--- src/rtl/ep_bank_counter.sv ---
module ep_bank_counter #(
  parameter int CNT_W = 11,
  parameter int CFG_W = 3
) (
  input  logic             clk,
  input  logic             rst_n,
  input  logic [CFG_W-1:0] cfg_size,
  input  logic             ep_reset,
  input  logic             ep_disable,
  input  logic             cpu_wr,
  input  logic             cpu_rd,
  input  logic             cpu_commit,
  input  logic             cpu_release,
  input  logic             usb_rx_valid,
  input  logic             usb_rx_bank,
  input  logic [CNT_W-1:0] usb_rx_len,
  input  logic             usb_tx_done,
  input  logic             usb_tx_bank,
  output logic [CNT_W-1:0] byte_cnt,
  output logic             short_pkt,
  output logic             cur_bank,
  output logic [1:0]       bank_full
);

  localparam logic [CNT_W-1:0] ONE  = CNT_W'(1);
  localparam logic [CNT_W-1:0] BASE = CNT_W'(8);

  logic [CNT_W-1:0] cnt_q;
  logic             short_q;
  logic             cur_q;
  logic [1:0]       full_q;
  logic [CNT_W-1:0] bank_cnt [2];

  logic [CNT_W-1:0] max_size;
  logic             nxt;
  logic             ctl;
  logic [CNT_W-1:0] rl_cnt;
  logic             rl_short;
  logic             rx_cur_load;
  logic             wr_ok;
  logic             rd_ok;

  assign max_size    = BASE << cfg_size;
  assign nxt         = ~cur_q;
  assign ctl         = cpu_commit | cpu_release;
  assign rl_cnt      = full_q[nxt] ? bank_cnt[nxt] : '0;
  assign rl_short    = full_q[nxt] && (bank_cnt[nxt] < max_size);
  assign rx_cur_load = usb_rx_valid && (usb_rx_bank == cur_q) && !full_q[cur_q];
  assign wr_ok       = cpu_wr && (cnt_q < max_size);
  assign rd_ok       = cpu_rd && !cpu_wr && (cnt_q != '0);

  always_ff @(posedge clk or negedge rst_n) begin
    if (!rst_n) begin
      cnt_q   <= '0;
      short_q <= 1'b0;
      cur_q   <= 1'b0;
      full_q  <= '0;
      for (int b = 0; b < 2; b++) bank_cnt[b] <= '0;
    end else if (ep_reset) begin
      cnt_q   <= '0;
      short_q <= 1'b0;
      cur_q   <= 1'b0;
      full_q  <= '0;
      for (int b = 0; b < 2; b++) bank_cnt[b] <= '0;
    end else begin
      if (usb_tx_done) full_q[usb_tx_bank] <= 1'b0;
      if (usb_rx_valid) begin
        bank_cnt[usb_rx_bank] <= usb_rx_len;
        full_q[usb_rx_bank]   <= 1'b1;
      end
      if (ctl) begin
        if (cpu_commit) begin
          bank_cnt[cur_q] <= cnt_q;
          full_q[cur_q]   <= 1'b1;
        end else begin
          full_q[cur_q]   <= 1'b0;
        end
        cur_q   <= nxt;
        cnt_q   <= rl_cnt;
        short_q <= rl_short;
      end else if (rx_cur_load) begin
        cnt_q   <= usb_rx_len;
        short_q <= usb_rx_len < max_size;
      end else if (wr_ok) begin
        cnt_q <= cnt_q + ONE;
      end else if (rd_ok) begin
        cnt_q <= cnt_q - ONE;
      end
      if (ep_disable) short_q <= 1'b0;
    end
  end

  assign byte_cnt  = cnt_q;
  assign short_pkt = short_q;
  assign cur_bank  = cur_q;
  assign bank_full = full_q;

  logic quiet;
  assign quiet = !ep_reset && !ctl && !usb_rx_valid;

  AST_WR_INC: assert property (@(posedge clk) disable iff (!rst_n)
    quiet && cpu_wr && (byte_cnt < max_size) |=> byte_cnt == $past(byte_cnt) + ONE);
  AST_RD_DEC: assert property (@(posedge clk) disable iff (!rst_n)
    quiet && cpu_rd && !cpu_wr && (byte_cnt != '0) |=> byte_cnt == $past(byte_cnt) - ONE);
  AST_RD_FLOOR: assert property (@(posedge clk) disable iff (!rst_n)
    quiet && cpu_rd && !cpu_wr && (byte_cnt == '0) |=> byte_cnt == '0);
  AST_BANK_TOGGLE: assert property (@(posedge clk) disable iff (!rst_n)
    !ep_reset && ctl |=> cur_bank != $past(cur_bank));
  AST_SHORT_HOLD: assert property (@(posedge clk) disable iff (!rst_n)
    quiet && !ep_disable |=> $stable(short_pkt));
  AST_EP_RESET: assert property (@(posedge clk) disable iff (!rst_n)
    ep_reset |=> byte_cnt == '0 && !short_pkt && bank_full == 2'b00 && !cur_bank);
  AST_DISABLE: assert property (@(posedge clk) disable iff (!rst_n)
    ep_disable && !ep_reset |=> !short_pkt);

endmodule

--- config.mk ---
export PLATFORM = sky130hd
export DESIGN_NAME = ep_bank_counter
export DESIGN_NICKNAME = d
export VERILOG_FILES = /design/src/rtl/ep_bank_counter.sv
export SDC_FILE = /design/constraint.sdc
export NUM_CORES = 1
export LEC_CHECK = 0
export BUFFER_PORTS_ARGS = -buffer_cell sky130_fd_sc_hd__buf_2
export CAP_MARGIN = 20
export CORE_MARGIN = 5
export CORE_UTILIZATION = 40
export DETAILED_ROUTE_END_ITERATION = 12
export SYNTH_ARGS = -nofsm -noshare
export SYNTH_HDL_FRONTEND = slang
export SYNTH_SLANG_ARGS = --single-unit
--- constraint.sdc ---
create_clock -name clk -period 3.9 [get_ports clk]
set_input_delay 0.975 -clock clk [delete_from_list [all_inputs] [get_ports clk]]
set_output_delay 0.975 -clock clk [all_outputs]
set_load 0.05 [all_outputs]
**After elaboration in Yosys (flattened, before gate mapping)**

Index checks and enable logic that the tools add are counted.
Widths: inputs -> output; s select.

- Flip-flop bits (word level): 37
- Output and inout port bits: 15

- Add/subtract/negate cells: 2
- Magnitude comparators: 15
- Eq/ne operators: 1
- Shifts and indexed selects: 1
- Mux-type cells: 43
- Bitwise gates (word level): 11
- Reduce and logical (&&, ||, !) cells: 17

Operators by type and width:

| operator | number |
|---|---|
| $mux 11 | 11 |
| $mux 22 | 5 |
| $bwmux 22 | 2 |
| $lt 11x11->1 | 3 |
| $demux 11 s1 | 2 |
| $mux 2 | 7 |
| $mux 1 | 13 |
| $add 11x1->11 const B | 1 |
| $logic_and 1x1->1 | 11 |
| $reduce_bool 11->1 | 1 |
| $shl 4x3->11 const A | 1 |
| $sub 11x1->11 const B | 1 |
| $lt 1x2->1 const B | 4 |
| $ge 2x2->1 const B | 3 |
| $not 1->2 | 3 |
| $reduce_bool 5->1 | 1 |
| $and 2x2->2 | 2 |
| $lt 2x1->1 const B | 2 |
| $not 2->2 | 2 |
| $or 2x2->2 | 2 |
| $reduce_bool 4->1 | 1 |
| $demux 1 s1 | 3 |
| $ge 1x1->1 const B | 3 |
| $logic_not 1->1 | 2 |
| 4 further kinds | 4 |

**Longest topological paths before layout**

- Depth in word-level cells: 15
- Mapped depth: 14
- Gate-level depth less buffers: 13

**Worst setup path before layout**

OpenSTA, ideal clock, no wires.

- Path type: input port to flip-flop
- Start point: input cfg_size[0]
- End point: register cnt_q[10], in the netlist byte_cnt[10]
- Arrival: 4161 ps
- Data required time: 3782 ps
- Setup slack: -379 ps
- Stages: 13
- Path buffers: 1
- Cell sequence: or3b_2 > ha_1 > a211oi_2 > a211oi_1 > or4b_1 > buf_2 > fa_1 > a21o_1 > a31oi_1 > o21ai_0 > o211ai_1 > mux2i_1 > a21o_1

- Word-level cells in the longest chain between the ends: 7
- Elaborated cells on any way between the ends: 8
- Classes of those cells: order compare: 1; shift: 1; mux: 4; reduce/logical: 2

Ends and longest elaborated chain:

| item | RTL line | text |
|---|---|---|
| from (decl) | 7 | `input logic [CFG_W-1:0] cfg_size,` |
| $shl 4x3->11 (*) | 43 | `assign max_size = BASE << cfg_size;` |
| $lt 11x11->1 (*) | 49 | `assign wr_ok = cpu_wr && (cnt_q < max_size);` |
| $logic_and 1x1->1 (*) | 49 |  |
| $mux 11 | 84 | `end else if (wr_ok) begin` |
| $mux 11 | 81 | `end else if (rx_cur_load) begin` |
| $mux 11 | 71 | `if (ctl) begin` |
| $mux 11 | 59 | `end else if (ep_reset) begin` |
| to (signal assigned) | 82 | `cnt_q <= usb_rx_len;` |
| to (signal assigned) | 85 | `cnt_q <= cnt_q + ONE;` |
| to (signal assigned) | 87 | `cnt_q <= cnt_q - ONE;` |
| to (decl) | 28 | `logic [CNT_W-1:0] cnt_q;` |

Every way passes the cells marked *; elsewhere a longest branch is shown, timed or not.
A chain may end at the register's enable or synchronous reset.

**Worst setup path in the final report**

- Start point: input cfg_size[0]
- End point: register cnt_q[4], in the netlist byte_cnt[4]

Same word-level chain as after synthesis.

==> flow_metrics.env <==
export IMPL_min_delay_start="bank_cnt[6]"
export IMPL_tightest_slew_ps=921
export IMPL_hold_path_class="reg -> reg"
export IMPL_fin_area_sq_mm=0.00394
export IMPL_numCtsBuffers=5
export IMPL_io_buffers=40
export IMPL_antenna_found_initial=0
export IMPL_final_common_cell="buf_2"
export IMPL_final_cell_mix="buf_2, nand2_1, dfrtp_1, buf_4, nor2_1"
export IMPL_critPathCaptureType="flip-flop"
export IMPL_die_area_sq_mm=0.00980
export IMPL_clockRootBuffer="clkbuf_8"
export IMPL_maxSlewHeadroom_pct=38.6
export IMPL_diodes=0
export IMPL_start_kind="input port"
export IMPL_num_vias=3092
export IMPL_globalRouteOverflowTotal=0
export IMPL_cp_arrival_ps=4080
export IMPL_ys_warn_count=0
export IMPL_synthFlopType="dfrtp_1"
export IMPL_fillCellCount=728
export IMPL_crit_type="in -> reg"
export IMPL_dp_hpwl_microns=7060
export IMPL_core_area_sq_mm=0.00773
export IMPL_netlist_instances=360
export IMPL_nets=485
export IMPL_placed_cell_area_sq_mm=0.00373
export IMPL_syn_area_sq_mm=0.00317
export IMPL_die_x_microns=99.0
export IMPL_timing_hold_ws_ps=557
export IMPL_finalCritPeriodShare_pct=101
export IMPL_drcViolationCount=0
export IMPL_drt_iter0_markers=185
export IMPL_multiInputGateArea_sq_mm=0.00227
export IMPL_cp_slowest_cell="or4b_4"
export IMPL_setup_violations=3
export IMPL_cp_slowest_stage_delay_ps=560
export IMPL_ys_ff_latch=37
export IMPL_drt_pass1_iter_count=5
export IMPL_total_power_w=0.00150
export IMPL_wl_per_cell_microns=19.0
export IMPL_hold_viol=0
export IMPL_ys_seq_area_share_pct=29.2
export IMPL_start_util_pct=41.0
export IMPL_clk_pin_slew_ps=70
export IMPL_grt_pass1_wl_microns=16000
export IMPL_rsz0062_at_grt="yes"
export IMPL_cpMostUsedCell="a211oi_2"
export IMPL_vias_per_cell=5.87
export IMPL_track_usage_pct=20.2
export IMPL_cp_required_ps=4040
export IMPL_ir_drop_mv=0.203
export IMPL_cp_max_fo=6
export IMPL_slew_viol_final=0
export IMPL_cts_tree="built"
export IMPL_drt_total_wl_microns=10000
export IMPL_cts_hold_buf=0
export IMPL_final_util_pct=51.0
export IMPL_cap_violations=0
export IMPL_cp_num_buf_inv=2
export IMPL_p_per_area_mw_per_mm2=380
export IMPL_area_growth_pct=24.5
export IMPL_finalWorstSetupSlack_ps=-31.5
export IMPL_violations="setup timing"
export IMPL_seqCellArea_sq_um=926
export IMPL_grt_pass1_vias=2968
export IMPL_status="finished with violations"
export IMPL_syn_nets=421
export IMPL_path_cells="buf_8, or3b_4, ha_4, a211oi_2, a211oi_2, or4b_4, buf_8, fa_2, a21o_1, a21oi_2, xor2_1, nor2_1, a211oi_2, o41ai_4"
export IMPL_synth_edff_count=0
export IMPL_power_leakage_nw=1.83
export IMPL_drive_gt1_share_pct=28.7
export IMPL_async_flop_share_pct=100
export IMPL_fp_dieH_microns=99.0
export IMPL_skew_ps=5.65
export IMPL_rows=32
export IMPL_syn_avg_cell_area_sq_um=8.80
export IMPL_fin_crit_ps=3930
export IMPL_r2r_start="byte_cnt[3]"
export IMPL_timing_fmax_mhz=254
export IMPL_grt_max_degree=40
export IMPL_crit_family="simple AND/OR/NAND/NOR gates"
export IMPL_gp_congestion=0.897
export IMPL_cts_max_level=2
export IMPL_clock_latency_ps=290
export IMPL_io_pin_count=41
export IMPL_ctsLongestPathBuffers=2
export IMPL_synth_cell_types=49
export IMPL_cts_sinks=37
export IMPL_antenna_left=0
export IMPL_crit_start="cfg_size[0]"
## cells in the mapped netlist (2+ instances only)
| cell type | number | area share, % |
|---|---|---|
| nor3_1 | 6 | 0.95 |
| o21ai_0 | 20 | 3.2 |
| xnor2_1 | 5 | 1.4 |
| ha_1 | 34 | 13 |
| nor4_1 | 2 | 0.40 |
| or3b_2 | 2 | 0.55 |
| a31oi_1 | 6 | 1.2 |
| nand3b_1 | 3 | 0.71 |
| o31ai_1 | 5 | 1.2 |
| a211o_1 | 2 | 0.55 |
| a211oi_1 | 20 | 4.7 |
| buf_4 | 2 | 0.47 |
| a311oi_1 | 13 | 3.6 |
| or2_2 | 2 | 0.40 |
| a21oi_1 | 15 | 2.4 |
| mux2_2 | 10 | 3.6 |
| nor2_1 | 34 | 4.0 |
| nand2_1 | 37 | 4.4 |
| and3_1 | 2 | 0.40 |
| nand2b_1 | 3 | 0.59 |
| dfrtp_1 | 37 | 29 |
| o211ai_1 | 7 | 1.7 |
| clkbuf_1 | 15 | 1.8 |
| o21bai_1 | 2 | 0.47 |
| o21a_1 | 5 | 1.2 |
| mux2i_1 | 16 | 5.1 |
| inv_1 | 4 | 0.47 |
| nand3_1 | 18 | 2.8 |
| a21o_1 | 6 | 1.4 |
| xor2_1 | 3 | 0.83 |
| buf_2 | 3 | 0.47 |
| or3_1 | 4 | 0.79 |
## state kept, by name, summed over array words and instances (netlist names)
name and count:
bank_full 2, bank_cnt 22, byte_cnt 11, cur_bank 1
short_pkt 1
## kinds of logic after synthesis
| logic type | synth area share [%] |
|---|---|
| and+or+nand+nor | 17.9 |
| AOI/OAI and AO/OA | 24.3 |
| xor gates and xnor gates | 2.21 |
| muxes | 8.61 |
| DFF | 29.2 |
| adders and majority gates | 14.1 |
| buffers and inverters | 3.67 |
## through the flow
stage	setup slack (ps)	cells	setup TNS, ps
final	-31.5	527	-86.0
after global routing	-146	527	-619
after CTS	-7.53	526	-11.8
after detailed placement	-393	517	-2540
after global placement	-345	517	-2120
after floorplan	-74.6	360	-99.0
## metal layers
layer	global-route usage, %	share of wire, %	up-vias
met5	0	0	-
met4	6.41	1.9	0
met3	3.26	6.0	16
met2	29.4	46	104
met1	30.4	46	1482
li1	-	-	1490
## where the power goes
group | switching [W] | total (W) | internal [W]
clock network | 0.000133 | 0.000260 | 0.000127
registers | 0.0000495 | 0.000468 | 0.000419
logic | 0.000419 | 0.000771 | 0.000352
## layout make-up
cell class | count | area share (%)
Sequential cell | 37 | 23.5
Inverter | 4 | 0.381
Timing Repair Buffer | 79 | 13.2
Multi-Input combinational cell | 297 | 57.7
Clock buffer | 8 | 2.03
Tap cell | 102 | 3.24
## worst register-to-register path, delay by kind of cell, from the launching register on
family | cells | cell delay (ps)
AO/OA/AOI/OAI | 6 | 1030
adder cells (fa/ha/maj) | 2 | 640
AND/OR/NAND/NOR | 2 | 640
flip-flops | 1 | 620
XOR/XNOR | 1 | 180
buffers and inverters | 1 | 170
## what timing repair did
item,4_1_cts,5_1_grt
cloned,1,0
pin swaps,5,22
setup buffers,0,1
resized for setup,6,21
endpoints found under the setup margin,4,8
## final timing paths
check,to,slack (ps),cells past startpoint
setup / recovery,byte_cnt[4],-30,14
hold / removal,bank_cnt[6],560,2
setup reg to reg,byte_cnt[4],490,12
hold reg to reg,bank_cnt[6],560,2
max in group asynchronous,bank_cnt[1],2530,1
min in group asynchronous,bank_cnt[9],810,1
(Power assumes the default switching activity.)
